<file path="src/rtl/srr_pkg.sv">
package srr_pkg;

  typedef enum logic {
    SRC_PRIMARY = 1'b0,
    SRC_SECOND  = 1'b1
  } src_sel_e;

  localparam int unsigned DEFAULT_DEPTH = 64;

endpackage

</file>
<file path="src/rtl/srr_src_mux.sv">
module srr_src_mux
  import srr_pkg::*;
(
  input  src_sel_e sel_i,
  input  logic     prim_i,
  input  logic     sec_i,
  output logic     bit_o
);

  always_comb begin
    unique case (sel_i)
      SRC_SECOND: bit_o = sec_i;
      default:    bit_o = prim_i;
    endcase
  end

endmodule

</file>
<file path="src/rtl/srr_chain.sv">
module srr_chain #(
  parameter int unsigned DEPTH = 64
) (
  input  logic clk,
  input  logic rst,
  input  logic clr,
  input  logic hold,
  input  logic bit_i,
  output logic head_o,
  output logic tail_o,
  output logic tail_n_o
);

  localparam int unsigned LAST = DEPTH - 1;

  logic [LAST:0] stg;
  logic          tail_n;
  logic          adv;

  assign adv = !hold && !clr;

  // first stage takes the selected serial input
  always_ff @(posedge clk) begin
    if (rst || clr)  stg[0] <= 1'b0;
    else if (!hold)  stg[0] <= bit_i;
  end

  // remaining stages, one flop each
  for (genvar i = 1; i < DEPTH; i++) begin : g_stage
    always_ff @(posedge clk) begin
      if (rst || clr)  stg[i] <= 1'b0;
      else if (!hold)  stg[i] <= stg[i-1];
    end
  end

  // separate complement flop beside the last stage
  always_ff @(posedge clk) begin
    if (rst || clr)  tail_n <= 1'b1;
    else if (!hold)  tail_n <= ~stg[LAST-1];
  end

  assign head_o   = stg[0];
  assign tail_o   = stg[LAST];
  assign tail_n_o = tail_n;

  p_advance_r2: assert property (@(posedge clk) disable iff (rst)
    adv |=> stg[LAST:1] == $past(stg[LAST-1:0]));

  p_freeze_r5: assert property (@(posedge clk) disable iff (rst)
    (hold && !clr) |=> $stable(stg));

  p_clear_r6: assert property (@(posedge clk) disable iff (rst)
    clr |=> (stg == '0));

endmodule

</file>
<file path="src/rtl/srr_half_stage.sv">
module srr_half_stage (
  input  logic clk,
  input  logic rst,
  input  logic hold,
  input  logic d_i,
  output logic q_o
);

  always_ff @(negedge clk) begin
    if (rst)        q_o <= 1'b0;
    else if (!hold) q_o <= d_i;
  end

  p_half_follow_r7: assert property (@(negedge clk) disable iff (rst)
    !hold |=> q_o == $past(d_i));

  p_half_hold_r5: assert property (@(negedge clk) disable iff (rst)
    hold |=> $stable(q_o));

endmodule

</file>
<file path="src/rtl/srr_clk_follow.sv">
module srr_clk_follow (
  input  logic clk,
  input  logic rst,
  input  logic hold,
  output logic clk_dly_o
);

  logic rise_tgl;
  logic fall_tgl;

  // toggles on every rising edge that shifts
  always_ff @(posedge clk) begin
    if (rst)        rise_tgl <= 1'b0;
    else if (!hold) rise_tgl <= ~rise_tgl;
  end

  // catches up on the falling edge, closing the pulse
  always_ff @(negedge clk) begin
    if (rst) fall_tgl <= 1'b0;
    else     fall_tgl <= rise_tgl;
  end

  assign clk_dly_o = rise_tgl ^ fall_tgl;

  p_rest_low_r8: assert property (@(posedge clk) disable iff (rst)
    !clk_dly_o);

  p_hold_quiet_r8: assert property (@(posedge clk) disable iff (rst)
    hold |=> !clk_dly_o);

endmodule

</file>
<file path="src/rtl/serial_recirc_shreg.sv">
module serial_recirc_shreg
  import srr_pkg::*;
#(
  parameter int unsigned DEPTH = DEFAULT_DEPTH
) (
  input  logic clk,
  input  logic rst,
  input  logic clr,
  input  logic hold,
  input  logic src_sel,
  input  logic din_a,
  input  logic din_b,
  output logic q,
  output logic q_n,
  output logic q_half,
  output logic clk_dly
);

  src_sel_e sel;
  logic     ser_bit;
  logic     head;

  assign sel = src_sel_e'(src_sel);

  srr_src_mux u_mux (
    .sel_i  (sel),
    .prim_i (din_a),
    .sec_i  (din_b),
    .bit_o  (ser_bit)
  );

  srr_chain #(.DEPTH(DEPTH)) u_chain (
    .clk      (clk),
    .rst      (rst),
    .clr      (clr),
    .hold     (hold),
    .bit_i    (ser_bit),
    .head_o   (head),
    .tail_o   (q),
    .tail_n_o (q_n)
  );

  srr_half_stage u_half (
    .clk  (clk),
    .rst  (rst),
    .hold (hold),
    .d_i  (q),
    .q_o  (q_half)
  );

  srr_clk_follow u_cfol (
    .clk       (clk),
    .rst       (rst),
    .hold      (hold),
    .clk_dly_o (clk_dly)
  );

  p_src_a_r3: assert property (@(posedge clk) disable iff (rst)
    (!hold && !clr && !src_sel) |=> head == $past(din_a));

  p_src_b_r3: assert property (@(posedge clk) disable iff (rst)
    (!hold && !clr && src_sel) |=> head == $past(din_b));

  p_compl_r9: assert property (@(posedge clk) disable iff (rst)
    q_n == !q);

endmodule

</file>
<file path="config.mk">
export PLATFORM = sky130hd
export DESIGN_NAME = serial_recirc_shreg
export DESIGN_NICKNAME = d
export VERILOG_FILES = /design/src/rtl/srr_pkg.sv /design/src/rtl/srr_src_mux.sv /design/src/rtl/srr_chain.sv /design/src/rtl/srr_half_stage.sv /design/src/rtl/srr_clk_follow.sv /design/src/rtl/serial_recirc_shreg.sv
export SDC_FILE = /design/constraint.sdc
export NUM_CORES = 1
export LEC_CHECK = 0
export BUFFER_PORTS_ARGS = -buffer_cell sky130_fd_sc_hd__buf_2
export CAP_MARGIN = 20
export CORE_MARGIN = 10
export CORE_UTILIZATION = 42
export DETAILED_ROUTE_END_ITERATION = 7
export PLACE_DENSITY_LB_ADDON = 0.25
export SLEW_MARGIN = 20
export SYNTH_ARGS = -nofsm -noshare
export SYNTH_HDL_FRONTEND = slang
export SYNTH_SLANG_ARGS = --single-unit
</file>
<file path="constraint.sdc">
create_clock -name clk -period 1.85 [get_ports clk]
set_clock_uncertainty 0.05 [all_clocks]
set_input_delay 0.2775 -clock clk [delete_from_list [all_inputs] [get_ports clk]]
set_output_delay 0.2775 -clock clk [all_outputs]
set_load 0.01 [all_outputs]
</file>
==> flow_results.org, run 1 <==
** Logic synthesis
- Number of enable flip-flop cells after synthesis :: 0
- Commonest cells post-synth :: 68 x sky130_fd_sc_hd__dfxtp_1, 66 x sky130_fd_sc_hd__nor2_1, 65 x sky130_fd_sc_hd__mux2i_1, 8 x sky130_fd_sc_hd__buf_6, 5 x sky130_fd_sc_hd__buf_2
- Mean post-synth cell area :: 10.99 sq um
- The number of different library cells used by synthesis comes to 14.
- Share of flip-flops with an asynchronous set or reset after synthesis :: 0%
- The cell area that synthesis handed to floorplanning was 0.002451 sq mm.
- For this run, the leading register cell type out of synthesis is sky130_fd_sc_hd__dfxtp_1.
- Syn. warnings :: 0
- The largest total area in the synthesized netlist belongs to sky130_fd_sc_hd__dfxtp_1.
- The share of synthesized area in the top cell type comes to 55.54%.
- By area the synthesized netlist is led by sky130_fd_sc_hd__dfxtp_1 56%, sky130_fd_sc_hd__mux2i_1 27%, sky130_fd_sc_hd__nor2_1 10%.
- Synthesis inferred 68 register bits.
- The number of nets in the synthesized netlist is 230.
- Share of the yosys chip area belonging to registers :: 55.54%
- Among all cell types in the netlist, the one instantiated most often is sky130_fd_sc_hd__dfxtp_1.
- After technology mapping, the gate count stands at 223.

** Die
- Horiz. Die Dim :: 96.40 um
- Effective utilization at floorplan :: 43.97%
- Row Count :: 27
- Die H :: about 96 um
- The core region is 0.005574 sq mm.
- For this design the top-level I/O count stands at 11.
- Die area :: 0.009292 sq mm

** Clock network
- Clock buffer count from CTS :: 9
- The number of setup buffers added after CTS is 0.
- After clock tree synthesis, the clock-pin slew on the worst setup and hold paths is 0.07 ns.
- Num Clock Sinks :: 68
- Later-pin clock latency in the skew report :: around 0.34 ns
- Clock root buffer master :: sky130_fd_sc_hd__clkbuf_8
- CTS H-tree lvls :: 3
- CTS max path bufs :: 2
- TritonCTS built the clock tree.

** Run
- Maxcap violations :: 0

** Pwr
- The worst-case IR drop observed on VDD is slightly above 600 uV.
- The clock network is responsible for a little over two fifths of the overall power.
- For this design the total switching power over the nets is between 0.6 and 0.7 mW.
- Registers are responsible for between 50% and 60% of the overall power.
- Combinational logic is responsible for roughly 4.3% of the overall power.
- Summing internal, switching and leakage power gives approximately 2.8 mW.
- Switching part of the total :: 23.41%
- Cell leakage power :: between 1 and 1.5 nW
- Dividing total power by cell area gives a power density of approximately 1000 mW/mm^2.
- Internal power comes to around 2.1 mW.

** GRT
- Antenna violations before repair :: 0
- The total overflow left after global routing is 0.
- Maximum number of pins on one net before global-route repair :: 69
- First-pass GRT wire length :: 5865 um
- The number of global-route vias before repair is 1282.
- Total routing usage reported by global routing :: 8.207%

** Min path
- Number of cells on the worst hold path :: 2
- Worst hold path class :: in2reg

** Placed design
- Detailed placement finished with a half-perimeter wire length of 2076 um.
- Number of port buffers :: 10
- In this run, placement finished with an instance count of 293.
- Gpl congestion :: roughly 0.65
- In this run the cell area measured after placement is 0.002502 sq mm.

** Worst setup path
- On the critical path, the stage with the largest delay is an instance of sky130_fd_sc_hd__dfxtp_2.
- Counting cells, the worst reg-to-reg path comes to 2.
- Critical Path Max Stage Delay :: 0.31 ns
- Category of the critical setup timing path :: reg2out
- STA classifies the critical path startpoint as a flop.
- For the worst setup path, the data required time is around 1.5 ns.
- In this run the worst path has a maximum fanout of 1.
- WP data arrival :: 1.89 ns
- Kind of capture point of the worst setup path :: output port
- CP Cell Sequence :: xor2_1, buf_2

** Timing
- Transition time of the tightest slew-check pin :: 0.4428 ns
- Final number of max-transition violations :: 0
- Setup violations remaining at the end of the flow were counted as 2.
- After layout, the worst setup slack is -0.3642 ns.
- Setup Total Neg Slack :: -0.5683 ns
- Headroom to the max-slew limit came out at between 70% and 80%.
- Setup repair after global routing could not meet its margin everywhere.
- The number of failing hold endpoints at the final stage is 0.

** Routing
- Routed Antenna Nets :: 0
- Ratio of routed vias to standard cells :: roughly 4.5
- Post-detailed-route DRC marker count :: 0
- In the final routed layout, each cell accounts on average for 11.53 um.
- The first detailed-routing pass ran for 4 iterations.
- Total via count after detailed routing :: 1396
- For this block, the initial DRC count from the detailed router was 88.
- Final WL :: 3574 um

** Final layout
- Post-layout instance area :: roughly 0.0027 sq mm
- The net count of the finished layout is between 200 and 250.
- Number of non-filler instances in the completed layout :: 310
- Synthesis-to-layout area growth :: 10.77%
- Count of inserted antenna diode cells :: 0
- In the final layout, the share of cells above drive strength 1 is 14.29%.
- Fraction of the core area covered by cells at the end of the flow :: 48.71%

** Run status
- Status :: finished, violations left
- Failing checks :: setup timing
==> cells in the final DEF, fill, tap and decap left out <==
cell | Yosys | routed
sky130_fd_sc_hd__a211o_1 | 1 | 1
sky130_fd_sc_hd__a211oi_2 | 1 | 1
sky130_fd_sc_hd__buf_12 | 0 | 1
sky130_fd_sc_hd__buf_2 | 5 | 8
sky130_fd_sc_hd__buf_4 | 1 | 3
sky130_fd_sc_hd__buf_6 | 8 | 1
sky130_fd_sc_hd__bufinv_16 | 0 | 1
sky130_fd_sc_hd__clkbuf_8 | 0 | 9
sky130_fd_sc_hd__clkinvlp_4 | 0 | 5
sky130_fd_sc_hd__dfxtp_1 | 68 | 66
sky130_fd_sc_hd__dfxtp_2 | 0 | 2
sky130_fd_sc_hd__inv_1 | 1 | 2
sky130_fd_sc_hd__inv_2 | 1 | 1
sky130_fd_sc_hd__inv_6 | 0 | 1
sky130_fd_sc_hd__mux2i_1 | 65 | 65
sky130_fd_sc_hd__nor2_1 | 66 | 66
sky130_fd_sc_hd__nor2b_1 | 2 | 2
sky130_fd_sc_hd__or2_2 | 0 | 1
sky130_fd_sc_hd__xor2_1 | 2 | 2
==> area by class of cell <==
cell class | count | area (sq um)
Inverter | 1 | 3.754
Fill cell | 527 | 2859
Clock buffer | 9 | 123.9
Multi-Input combinational cell | 138 | 955.9
Tap cell | 72 | 90.09
Timing Repair Buffer | 13 | 93.84
Clock inverter | 9 | 83.83
Sequential cell | 68 | 1364
==> per-layer routing <==
layer / part of all wire [%] / up-vias / wire (um) / global-route usage, %
met2: 41 / 15 / 1458 / 10.99
met3: 3.0 / 6 / 109 / 3.238
met4: 2.5 / 0 / 89 / 5.448
li1: - / 759 / - / -
met1: 54 / 616 / 1917 / 10.62
met5: 0 / - / 0 / 0
==> state kept, by name, indices dropped and copies added, names as in the netlist <==
register and cells:
u_chain.tail_n_o 1, u_chain.head_o 1, u_chain.stg 62, u_chain.tail_o 1, u_cfol.rise_tgl 1, u_half.q_o 1
u_cfol.fall_tgl 1
==> repair_timing <==
item,4_1_cts,5_1_grt
resized for setup,3,0
hold buffers,0,0
endpoints found under the setup margin,2,2
cloned,0,0
pin swaps,0,0
==> power groups by stage <==
stage | Clock (mW) | Combinational, mW | Sequential [mW]
CTS | 1.26 | 0.122 | 1.47
finish | 1.21 | 0.119 | 1.47
floorplan | 0.0102 | 0.112 | 1.51
detailed placement | 0.0102 | 0.121 | 1.51
global placement | 0.0102 | 0.121 | 1.51
global route | 1.32 | 0.129 | 1.47
==> stage by stage <==
step                      hold slack (ns)  setup slack, ns
final                             0.09337          -0.3642
after global routing               0.1049          -0.4173
after CTS                         0.07472          -0.3864
after detailed placement           0.3996          0.01838
after global placement             0.3935         0.007911
after floorplan                    0.2999         -0.09204
==> critical path, delay by kind of cell (launching register included) <==
family | cells | cell delay (ns)
xor+xnor | 1 | 0.13
buf+inv | 1 | 0.15
flops | 1 | 0.31
==> final timing paths <==
check              startpoint          endpoint  slack (ns)
max reg2reg    u_chain.tail_o        u_half.q_o        0.29
min reg2reg  u_chain.tail_n_o  u_chain.tail_n_o        0.41
max           u_cfol.fall_tgl           clk_dly       -0.36
min                       rst   u_cfol.rise_tgl        0.09
==> cell families (layout without fill, tap and decap cells) <==
kind of cell    count (synthesis)  in the layout  share of synthesized area, %
xor+xnor                        2              2                        0.7148
compound gates                  2              2                        0.8678
mux                            65             65                         26.54
simple gates                   69             69                         10.87
flops                          68             68                         55.54
buf+inv                        17             32                         5.462
(Power assumes the default switching activity.)
==> run 2: changes to the inputs <==
--- a/config.mk
+++ b/config.mk
@@ -11,6 +11,7 @@
 export CORE_UTILIZATION = 42
 export DETAILED_ROUTE_END_ITERATION = 7
 export PLACE_DENSITY_LB_ADDON = 0.25
+export REMOVE_ABC_BUFFERS = 1
 export SLEW_MARGIN = 20
 export SYNTH_ARGS = -nofsm -noshare
 export SYNTH_HDL_FRONTEND = slang
==> flow_results.org, run 2 (synthesis results as in run 1) <==
** Run status
- Status: finished, violations left (unchanged).
- Failing checks :: setup timing (unchanged)

** Clock network
- The clock tree root buffer cell is sky130_fd_sc_hd__clkbuf_8 (unchanged).
- CTS max path bufs :: 2 (unchanged)
- Clock tree from TritonCTS :: yes (unchanged)
- Clock buffer count from CTS :: 9 (unchanged)
- CTS H-tree lvls :: 3 (unchanged)
- Clock slew at the register clock pins of the worst setup and hold paths :: 0.07 ns (about the same)
- The number of sinks driven by the clock tree was 68 (unchanged).
- The number of buffers inserted to repair setup after CTS was 0 (unchanged).
- The clock insertion delay at the later pin of the skew report is 0.34 ns (about the same).

** Worst setup path
- CP Cell Sequence :: xor2_1, buf_2 (unchanged)
- The largest delay contributor family on the critical path was flip-flops (unchanged).
- Setup crit start kind :: flop (unchanged)
- The standard cell with the maximum stage delay on the critical path is sky130_fd_sc_hd__dfxtp_2 (unchanged).
- WP data arrival :: 1.88 ns (was 1.89 ns)
- The endpoint type of the worst setup path is an output port (unchanged).
- Critical Path Max Stage Delay :: 0.31 ns (about the same)
- The number of buffer and inverter instances along the worst setup path is 1 (unchanged).
- The highest net fanout along the worst path is 1 (unchanged).
- The data required time of the worst path is 1.52 ns (about the same).
- The startpoint-to-endpoint class of the critical path is reg2out (unchanged).

** Routing
- Router iterations before antenna repair :: 4 (unchanged)
- The detailed-route vias per instance came to 4.597 (was 4.503).
- Final WL :: 3325 um (was 3574 um)
- Post-detailed-route DRC marker count :: 0 (unchanged)
- Routed Antenna Nets :: 0 (unchanged)
- The count of routing violations after the opening detailed-route iteration came to 55 (was 88).
- Average wire per cell in the routed design :: 10.73 um (was 11.53 um)
- The routed via count is 1425 (was 1396).

** Min path
- The type of the worst min-delay path is in2reg (unchanged).

** Final layout
- The number of diodes added for antenna fixing was 0 (unchanged).
- Register name with the most flops :: u_chain.stg (unchanged)
- Number of non-filler instances in the completed layout :: 310 (unchanged)
- Synthesis-to-layout area growth :: 13.27% (was 10.77%)
- Commonest cells after routing, fill and taps aside: 66 x sky130_fd_sc_hd__nor2_1, 66 x sky130_fd_sc_hd__dfxtp_1, 65 x sky130_fd_sc_hd__mux2i_1 (unchanged).
- The number of nets in the final layout was 240 (unchanged).
- Number of flip-flops under the largest register name :: 62 (unchanged)
- Post-layout instance area :: 0.002776 sq mm (was 0.002715 sq mm)
- The ratio of cells with drive above 1 in the final layout was 14.29% (unchanged).
- The number of fillers in the final layout came to 526 (was 527).

** Pwr
- The internal power came to 2.552 mW (was 2.149 mW).
- Cell leakage power :: 1.192 nW (was 1.142 nW)
- The sequential share of power came to 46.3% (was 52.5%).
- Fraction of power consumed by the clock network :: 50.0% (was 43.3%)
- Net switching power :: 0.6302 mW (was 0.6568 mW)
- Switching part of the total :: 19.80% (was 23.41%)
- The maximum vdd ir drop is 506.5 uV (was 604.5 uV).
- The part of the total power dissipated in combinational logic came to 3.7% (was 4.3%).
- Power density normalized to cell area :: 1146 mW/mm^2 (was 1034 mW/mm^2)

** Timing
- The number of failing hold endpoints at the final stage came to 0 (unchanged).
- Final number of max-transition violations :: 0 (unchanged)
- Setup repair after global routing missed its margin :: true (unchanged)
- Transition time of the tightest slew-check pin :: 0.4469 ns (was 0.4428 ns)
- Worst setup margin :: -0.3596 ns (was -0.3642 ns)
- Max-Slew Margin vs Limit :: 70.21% (was 70.48%)
- Number of setup violations in the final report :: 2 (unchanged)

** GRT
- Antenna violations before repair :: 0 (unchanged)
- Total routing usage reported by global routing :: 8.580% (was 8.207%)
- The number of global-route vias before repair was 1368 (was 1282).
- Overflow left after global routing :: 0 (unchanged)
- Maximum number of pins on one net before global-route repair :: 69 (unchanged)
- First-pass GRT wire length :: 6065 um (was 5865 um)

** Placed design
- The number of buffers inserted by port buffering came to 10 (unchanged).
- The instance area after placement is 0.002502 sq mm (unchanged).
- The setup slack after placement came to 0.01416 ns (was 0.01838 ns).
- Placed Instances :: 293 (unchanged)
- Gpl congestion :: 0.6674 (was 0.6538)
- Placed wire-length estimate after detailed placement :: 1975 um (was 2076 um)

** Die
- Core outline area :: 0.005574 sq mm (unchanged)
- The die height was 96.40 um (unchanged).
- Row Count :: 27 (unchanged)
- Count of boundary I/O pins :: 11 (unchanged)
- Effective utilization at floorplan :: 43.97% (unchanged)
- Die area :: 0.009292 sq mm (unchanged)
- The chip width was 96.40 um (unchanged).

** Run
- The max-capacitance violation count came to 0 (unchanged).
-- run 2: timing repair --
item | CTS | global route
pin swaps | 0 | 0
hold endpoints to repair | 0 | 0
setup endpoints to repair | 2 | 2
gates resized for setup | 3 | 0
hold buffers | 0 | 0
-- run 2: final cells by class --
cell class / count / area, sq um / share of cell area [%]
Multi-Input combinational cell: 138 / 955.9 / 34.43
Timing Repair Buffer: 13 / 93.84 / 3.380
Clock inverter: 9 / 145.1 / 5.228
Sequential cell: 68 / 1364 / 49.12
Inverter: 1 / 3.754 / 0.1352
Clock buffer: 9 / 123.9 / 4.461
Tap cell: 72 / 90.09 / 3.245
-- run 2: per-stage QoR --
stage	hold slack [ns]	TNS [ns]	total power, mW	util [%]
after CTS	0.06481	-0.6102	3.237	49.81
after global routing	0.08029	-0.6826	3.295	49.81
after detailed placement	0.4144	0	1.636	44.89
final	0.08433	-0.5581	3.182	49.81
after global placement	0.4054	0	1.636	44.89
after floorplan	0.2999	0	1.571	-
-- run 2: metal layers --
metal | track usage [%] | wire, um | share of wire, %
met1 | 9.945 | 1697 | 51
met2 | 11.66 | 1331 | 40
met3 | 3.161 | 187 | 5.6
met4 | 8.717 | 108 | 3.2
met5 | 0 | 0 | 0
-- run 2: path summary, 6_finish.rpt --
kind,from,end,slack (ns),depth (start not counted)
max,u_cfol.fall_tgl,clk_dly,-0.36,2
min,rst,u_cfol.rise_tgl,0.08,2
max reg2reg,u_chain.tail_o,u_half.q_o,0.31,2
min reg2reg,u_chain.tail_n_o,u_chain.tail_n_o,0.43,1
-- run 2: power groups by stage --
stage,registers [mW],clock network (mW),logic (mW)
2_1_floorplan,1.51,0.0102,0.0550
3_3_place_gp,1.51,0.0102,0.121
3_5_place_dp,1.51,0.0102,0.120
4_1_cts,1.47,1.64,0.120
5_1_grt,1.47,1.69,0.128
6_report,1.47,1.59,0.117
